**src/rtl/pcu_pkg.sv**
```systemverilog
package pcu_pkg;

    localparam int LOW_W    = 8;
    localparam int ADDR_W   = LOW_W + 2;
    localparam int STK_LVLS = 2;

    typedef enum logic [2:0] {
        OP_STEP  = 3'd0,
        OP_SKIP  = 3'd1,
        OP_WRPC  = 3'd2,
        OP_SJMP  = 3'd3,
        OP_SCALL = 3'd4,
        OP_LJMP  = 3'd5,
        OP_LCALL = 3'd6,
        OP_RET   = 3'd7
    } pc_op_e;

    typedef struct packed {
        logic push;
        logic pop;
    } stk_ctl_t;

    function automatic stk_ctl_t op_stack_ctl(input pc_op_e op);
        stk_ctl_t c;
        c.push = (op == OP_SCALL) || (op == OP_LCALL);
        c.pop  = (op == OP_RET);
        return c;
    endfunction

endpackage

```
**src/rtl/pcu_next_sel.sv**
```systemverilog
module pcu_next_sel
    import pcu_pkg::*;
#(
    parameter int LOW_W = pcu_pkg::LOW_W
) (
    input  pc_op_e              op,
    input  logic [LOW_W+1:0]    cur_pc,
    input  logic [LOW_W+1:0]    imm,
    input  logic [LOW_W-1:0]    alu,
    input  logic                page,
    input  logic [LOW_W+1:0]    stk_head,
    output logic [LOW_W+1:0]    nxt_pc,
    output logic [LOW_W+1:0]    ret_addr
);
    localparam int ADDR_W = LOW_W + 2;
    localparam logic [ADDR_W-1:0] INC_ONE = ADDR_W'(1);
    localparam logic [ADDR_W-1:0] INC_TWO = ADDR_W'(2);

    logic [ADDR_W-1:0] plus_one;
    logic [ADDR_W-1:0] plus_two;

    assign plus_one = cur_pc + INC_ONE;
    assign plus_two = cur_pc + INC_TWO;
    assign ret_addr = plus_one;

    always_comb begin
        case (op)
            OP_STEP:  nxt_pc = plus_one;
            OP_SKIP:  nxt_pc = plus_two;
            OP_WRPC:  nxt_pc = {page, 1'b0, alu};
            OP_SJMP:  nxt_pc = {page, imm[LOW_W], imm[LOW_W-1:0]};
            OP_SCALL: nxt_pc = {page, 1'b0, imm[LOW_W-1:0]};
            OP_LJMP:  nxt_pc = imm;
            OP_LCALL: nxt_pc = imm;
            OP_RET:   nxt_pc = stk_head;
            default:  nxt_pc = plus_one;
        endcase
    end

endmodule

```
**src/rtl/pcu_ret_stack.sv**
```systemverilog
module pcu_ret_stack #(
    parameter int W    = pcu_pkg::ADDR_W,
    parameter int LVLS = pcu_pkg::STK_LVLS
) (
    input  logic            clk,
    input  logic            rst,
    input  logic            push,
    input  logic            pop,
    input  logic [W-1:0]    push_val,
    output logic [W-1:0]    head,
    output logic [W*LVLS-1:0] words
);
    localparam int CNT_W = $clog2(LVLS + 1);
    localparam logic [CNT_W-1:0] CNT_FULL = CNT_W'(LVLS);
    localparam logic [CNT_W-1:0] CNT_ONE  = CNT_W'(1);

    logic [W-1:0]     ent [LVLS];
    logic [CNT_W-1:0] held;

    always_ff @(posedge clk) begin
        if (rst) begin
            for (int i = 0; i < LVLS; i++) ent[i] <= '0;
            held <= '0;
        end else if (push) begin
            ent[0] <= push_val;
            for (int i = 1; i < LVLS; i++) ent[i] <= ent[i-1];
            if (held != CNT_FULL) held <= held + CNT_ONE;
        end else if (pop) begin
            if (held > CNT_ONE) begin
                for (int i = 0; i < LVLS - 1; i++) ent[i] <= ent[i+1];
            end
            if (held != '0) held <= held - CNT_ONE;
        end
    end

    assign head = ent[0];

    for (genvar g = 0; g < LVLS; g++) begin : g_flat
        assign words[g*W +: W] = ent[g];
    end

endmodule

```
**src/rtl/pcu_top.sv**
```systemverilog
module pcu_top
    import pcu_pkg::*;
#(
    parameter int LOW_W    = pcu_pkg::LOW_W,
    parameter int STK_LVLS = pcu_pkg::STK_LVLS
) (
    input  logic                        clk,
    input  logic                        rst,
    input  logic [2:0]                  op_sel,
    input  logic [LOW_W+1:0]            imm_addr,
    input  logic [LOW_W-1:0]            alu_res,
    input  logic                        page_sel,
    output logic [LOW_W+1:0]            fetch_addr,
    output logic [(LOW_W+2)*STK_LVLS-1:0] stk_words
);
    localparam int ADDR_W = LOW_W + 2;

    pc_op_e            op;
    stk_ctl_t          sctl;
    logic [ADDR_W-1:0] pc_q;
    logic [ADDR_W-1:0] pc_d;
    logic [ADDR_W-1:0] link_addr;
    logic [ADDR_W-1:0] stk_head;

    assign op   = pc_op_e'(op_sel);
    assign sctl = op_stack_ctl(op);

    pcu_next_sel #(.LOW_W(LOW_W)) u_next (
        .op       (op),
        .cur_pc   (pc_q),
        .imm      (imm_addr),
        .alu      (alu_res),
        .page     (page_sel),
        .stk_head (stk_head),
        .nxt_pc   (pc_d),
        .ret_addr (link_addr)
    );

    pcu_ret_stack #(.W(ADDR_W), .LVLS(STK_LVLS)) u_stack (
        .clk      (clk),
        .rst      (rst),
        .push     (sctl.push),
        .pop      (sctl.pop),
        .push_val (link_addr),
        .head     (stk_head),
        .words    (stk_words)
    );

    always_ff @(posedge clk) begin
        if (rst) pc_q <= '0;
        else     pc_q <= pc_d;
    end

    assign fetch_addr = pc_q;

endmodule

```
**config.mk**
```make
export PLATFORM = sky130hd
export DESIGN_NAME = pcu_top
export DESIGN_NICKNAME = d
export VERILOG_FILES = /design/src/rtl/pcu_pkg.sv /design/src/rtl/pcu_next_sel.sv /design/src/rtl/pcu_ret_stack.sv /design/src/rtl/pcu_top.sv
export SDC_FILE = /design/constraint.sdc
export NUM_CORES = 1
export LEC_CHECK = 0
export BUFFER_PORTS_ARGS = -buffer_cell sky130_fd_sc_hd__buf_2
export CORE_MARGIN = 3
export CORE_UTILIZATION = 30
export CTS_BUF_LIST = sky130_fd_sc_hd__clkbuf_4 sky130_fd_sc_hd__clkbuf_8
export CTS_CLUSTER_DIAMETER = 120
export DETAILED_ROUTE_END_ITERATION = 10
export HOLD_SLACK_MARGIN = 0.1
export PLACE_DENSITY = 0.54
export SETUP_SLACK_MARGIN = 0.05
export SLEW_MARGIN = 20
export SYNTH_ARGS = -nofsm -noshare
export SYNTH_HDL_FRONTEND = slang
export SYNTH_SLANG_ARGS = --single-unit
```
**constraint.sdc**
```tcl
create_clock -name clk -period 2.1 [get_ports clk]
set_clock_uncertainty 0.2 [all_clocks]
set_input_delay 0.42 -clock clk [delete_from_list [all_inputs] [get_ports clk]]
set_output_delay 0.42 -clock clk [all_outputs]
set_load 0.005 [all_outputs]
```
==> impl_metrics.py <==
metrics = {
    "timing": {
        "final.setup.worst_slack_ns": 0.288,
        "slew_violations": 0,
        "relSlewSlack_pct": 35.0,
        "period_needed_ns": 1.81,
        "setup_viol_count_final": 0,
        "fmax_ghz": 0.552,
        "layout_worst_path_cycle_share_pct": 86.3,
        "fin_setup_tns_ns": 0,
        "worst_slew_pin_slew_ns": 0.968,
        "finalHoldViolCount": 0,
        "rsz0062_at_grt": "no",
    },
    "job": {
        "drv_cap": 0,
    },
    "critical_path": {
        "cp-start-kind": "flop",
        "worstReg2RegStart": "fetch_addr[1]$_SDFF_PP0_",
        "critPathRequiredTime_ns": 1.93,
        "cp_max_fo": 5,
        "cp-end-kind": "flop",
        "crit_start": "fetch_addr[1]$_SDFF_PP0_",
        "r2r_cells": 5,
        "arrival_ns": 1.64,
        "crit_type": "flop to flop",
    },
    "yosys": {
        "synthCells": 215,
        "synth_largest_area_cell": "edfxtp_1",
        "synth_area_leaders": "edfxtp_1, dfxtp_1, a221oi_2",
        "syn-cell-area_um2": 2060,
        "synth_edf_count": 20,
        "synth_common_cells": "nand2_1, edfxtp_1, dfxtp_1, o21ai_0, and2_1",
        "synthMostInstantiatedCell": "nand2_1",
        "ys_ff_latch": 32,
        "synth_top_cell_area_share_pct": 29.2,
        "synth-main-ff-cell": "edfxtp_1",
        "ys_seq_area_share_pct": 40.9,
        "async_reset_ff_share_pct": 0,
        "syn_avg_cell_area_um2": 9.56,
        "yosys.cell_types.count": 47,
        "syn-num-nets": 244,
        "yosys_warnings": 0,
    },
    "pwr": {
        "finalPower_mw": 1.69,
        "leakage_nw": 1.07,
        "power_density_nw_per_um2": 657,
        "ir_drop_mv": 0.232,
    },
    "die": {
        "fp.dieH_um": 88.8,
        "initial_core_util_pct": 31.7,
        "io-pin-count": 54,
        "core_um2": 6490,
        "die_w_um": 88.8,
        "rows": 29,
        "dieArea_um2": 7880,
    },
    "clock_tree": {
        "cts_buffers": 5,
        "cts_max_path_buffers": 2,
        "clock_latency_ns": 0.29,
        "clk_pin_slew_ns": 0.07,
        "cts_tree": "done",
        "htree_num_levels": 2,
        "cts_num_sinks": 32,
        "root_buffer": "clkbuf_8",
        "post_cts.repair.setup_buffers": 0,
    },
    "global_routing": {
        "track_usage_pct": 15.7,
        "gr-total-overflow": 0,
        "grt_max_degree": 15,
        "antenna_found_initial": 0,
        "grt_pass1_wl_mm": 9.27,
        "grt_pass1_vias": 1757,
    },
    "placed_design": {
        "placement.io_buffers": 53,
        "place_ws_ns": 0.101,
        "place_congestion": 0.782,
        "hpwl_mm": 4.57,
        "post_dp_cell_area_um2": 2460,
    },
    "finish": {
        "nets": 307,
        "postLayoutCellArea_um2": 2570,
        "syn_to_final_growth_pct": 25.0,
        "antenna_cells": 0,
        "drive_gt1_share_pct": 32.6,
    },
    "routing": {
        "firstDrtPassIters": 4,
        "drt_wl_total_mm": 5.84,
        "drt_first_iter_violations": 137,
        "vias": 1849,
        "routedWlPerCell_um": 16.4,
        "drtAntennaViolNets": 0,
        "vias_per_cell": 5.19,
        "drc": 0,
    },
    "min_path": {
        "worstHoldPathType": "input port to flop",
        "worstHoldStart": "alu_res[2]",
        "whs_path_depth": 3,
    },
    "status": {
        "status": "completed",
    },
}
[per-layer routing]
| layer | part of all wire [%] | vias up | GRT usage, % |
|---|---|---|---|
| met5 | 0 | - | 0 |
| met4 | 1.9 | 0 | 5.36 |
| met3 | 6.1 | 10 | 3.35 |
| met2 | 45 | 54 | 23.7 |
| met1 | 47 | 866 | 22.0 |
| li1 | - | 919 | - |
[through the flow]
| stage | hold WS [ns] | utilization (%) | std cells |
|---|---|---|---|
| 2_1_floorplan | 0.313 | - | 215 |
| 3_3_place_gp | 0.349 | 37.9 | 348 |
| 3_5_place_dp | 0.363 | 37.9 | 348 |
| 4_1_cts | 0.248 | 39.5 | 356 |
| 5_1_grt | 0.279 | 39.6 | 356 |
| 6_report | 0.253 | 39.6 | 356 |
[state kept, by name, indices dropped and copies added (netlist names)]
name,flops
u_stack.held,2
u_stack.ent,20
fetch_addr,10
[cells in the final DEF, fill, tap and decap left out, types with 6 or more instances in the layout]
cell type / n
buf_2: 53
nand2_1: 21
edfxtp_1: 20
buf_4: 17
o21ai_0: 12
dfxtp_1: 12
and2_1: 11
a21oi_1: 10
nor2_1: 9
nor3_1: 9
nand3_1: 8
xnor2_1: 8
o22ai_1: 7
inv_1: 6
a221oi_2: 6
mux2i_1: 6
[critical path, stage by stage, from the launching register on]
cell	delay [ns]
dfxtp_1	0.43
ha_1	0.29
nand3_1	0.16
nor3_2	0.15
xnor2_1	0.21
o21ai_0	0.11
[final timing paths]
path / slack, ns / endpoint
setup reg to reg: 0.29 / u_stack.ent[0][9]$_DFFE_PP_
hold / removal: 0.25 / fetch_addr[2]$_SDFF_PP0_
hold reg to reg: 0.37 / u_stack.ent[0][5]$_DFFE_PP_
setup / recovery: 0.29 / u_stack.ent[0][9]$_DFFE_PP_
[kinds of logic (layout without fill, tap and decap cells)]
logic type                 Yosys count  after routing  share of synthesized area (%)
buffers and inverters               21             85                           5.36
DFF                                 32             32                           40.9
xor gates and xnor gates            13             13                           5.54
AOI/OAI and AO/OA                   61             61                           21.6
and+or+nand+nor                     76             76                           20.1
muxes                                7              7                           3.47
adders and majority gates            5              5                           3.04
[layout make-up]
| type | instances | area [um^2] |
|---|---|---|
| Timing Repair Buffer | 70 | 393 |
| Inverter | 7 | 26.3 |
| Clock buffer | 5 | 68.8 |
| Fill cell | 693 | 3930 |
| Tap cell | 77 | 96.3 |
| Clock inverter | 3 | 37.5 |
| Multi-Input combinational cell | 162 | 1110 |
| Sequential cell | 32 | 841 |
[timing repair]
action	4_1_cts	5_1_grt
resized for setup	0	1
hold buffers	0	0
endpoints found under the setup margin	0	10
[report_power, final]
| group | switching, mW | internal [mW] |
|---|---|---|
| registers | 0.0472 | 0.716 |
| clock network | 0.245 | 0.346 |
| logic | 0.178 | 0.157 |
| total | 0.470 | 1.22 |
(Power assumes the default switching activity.)
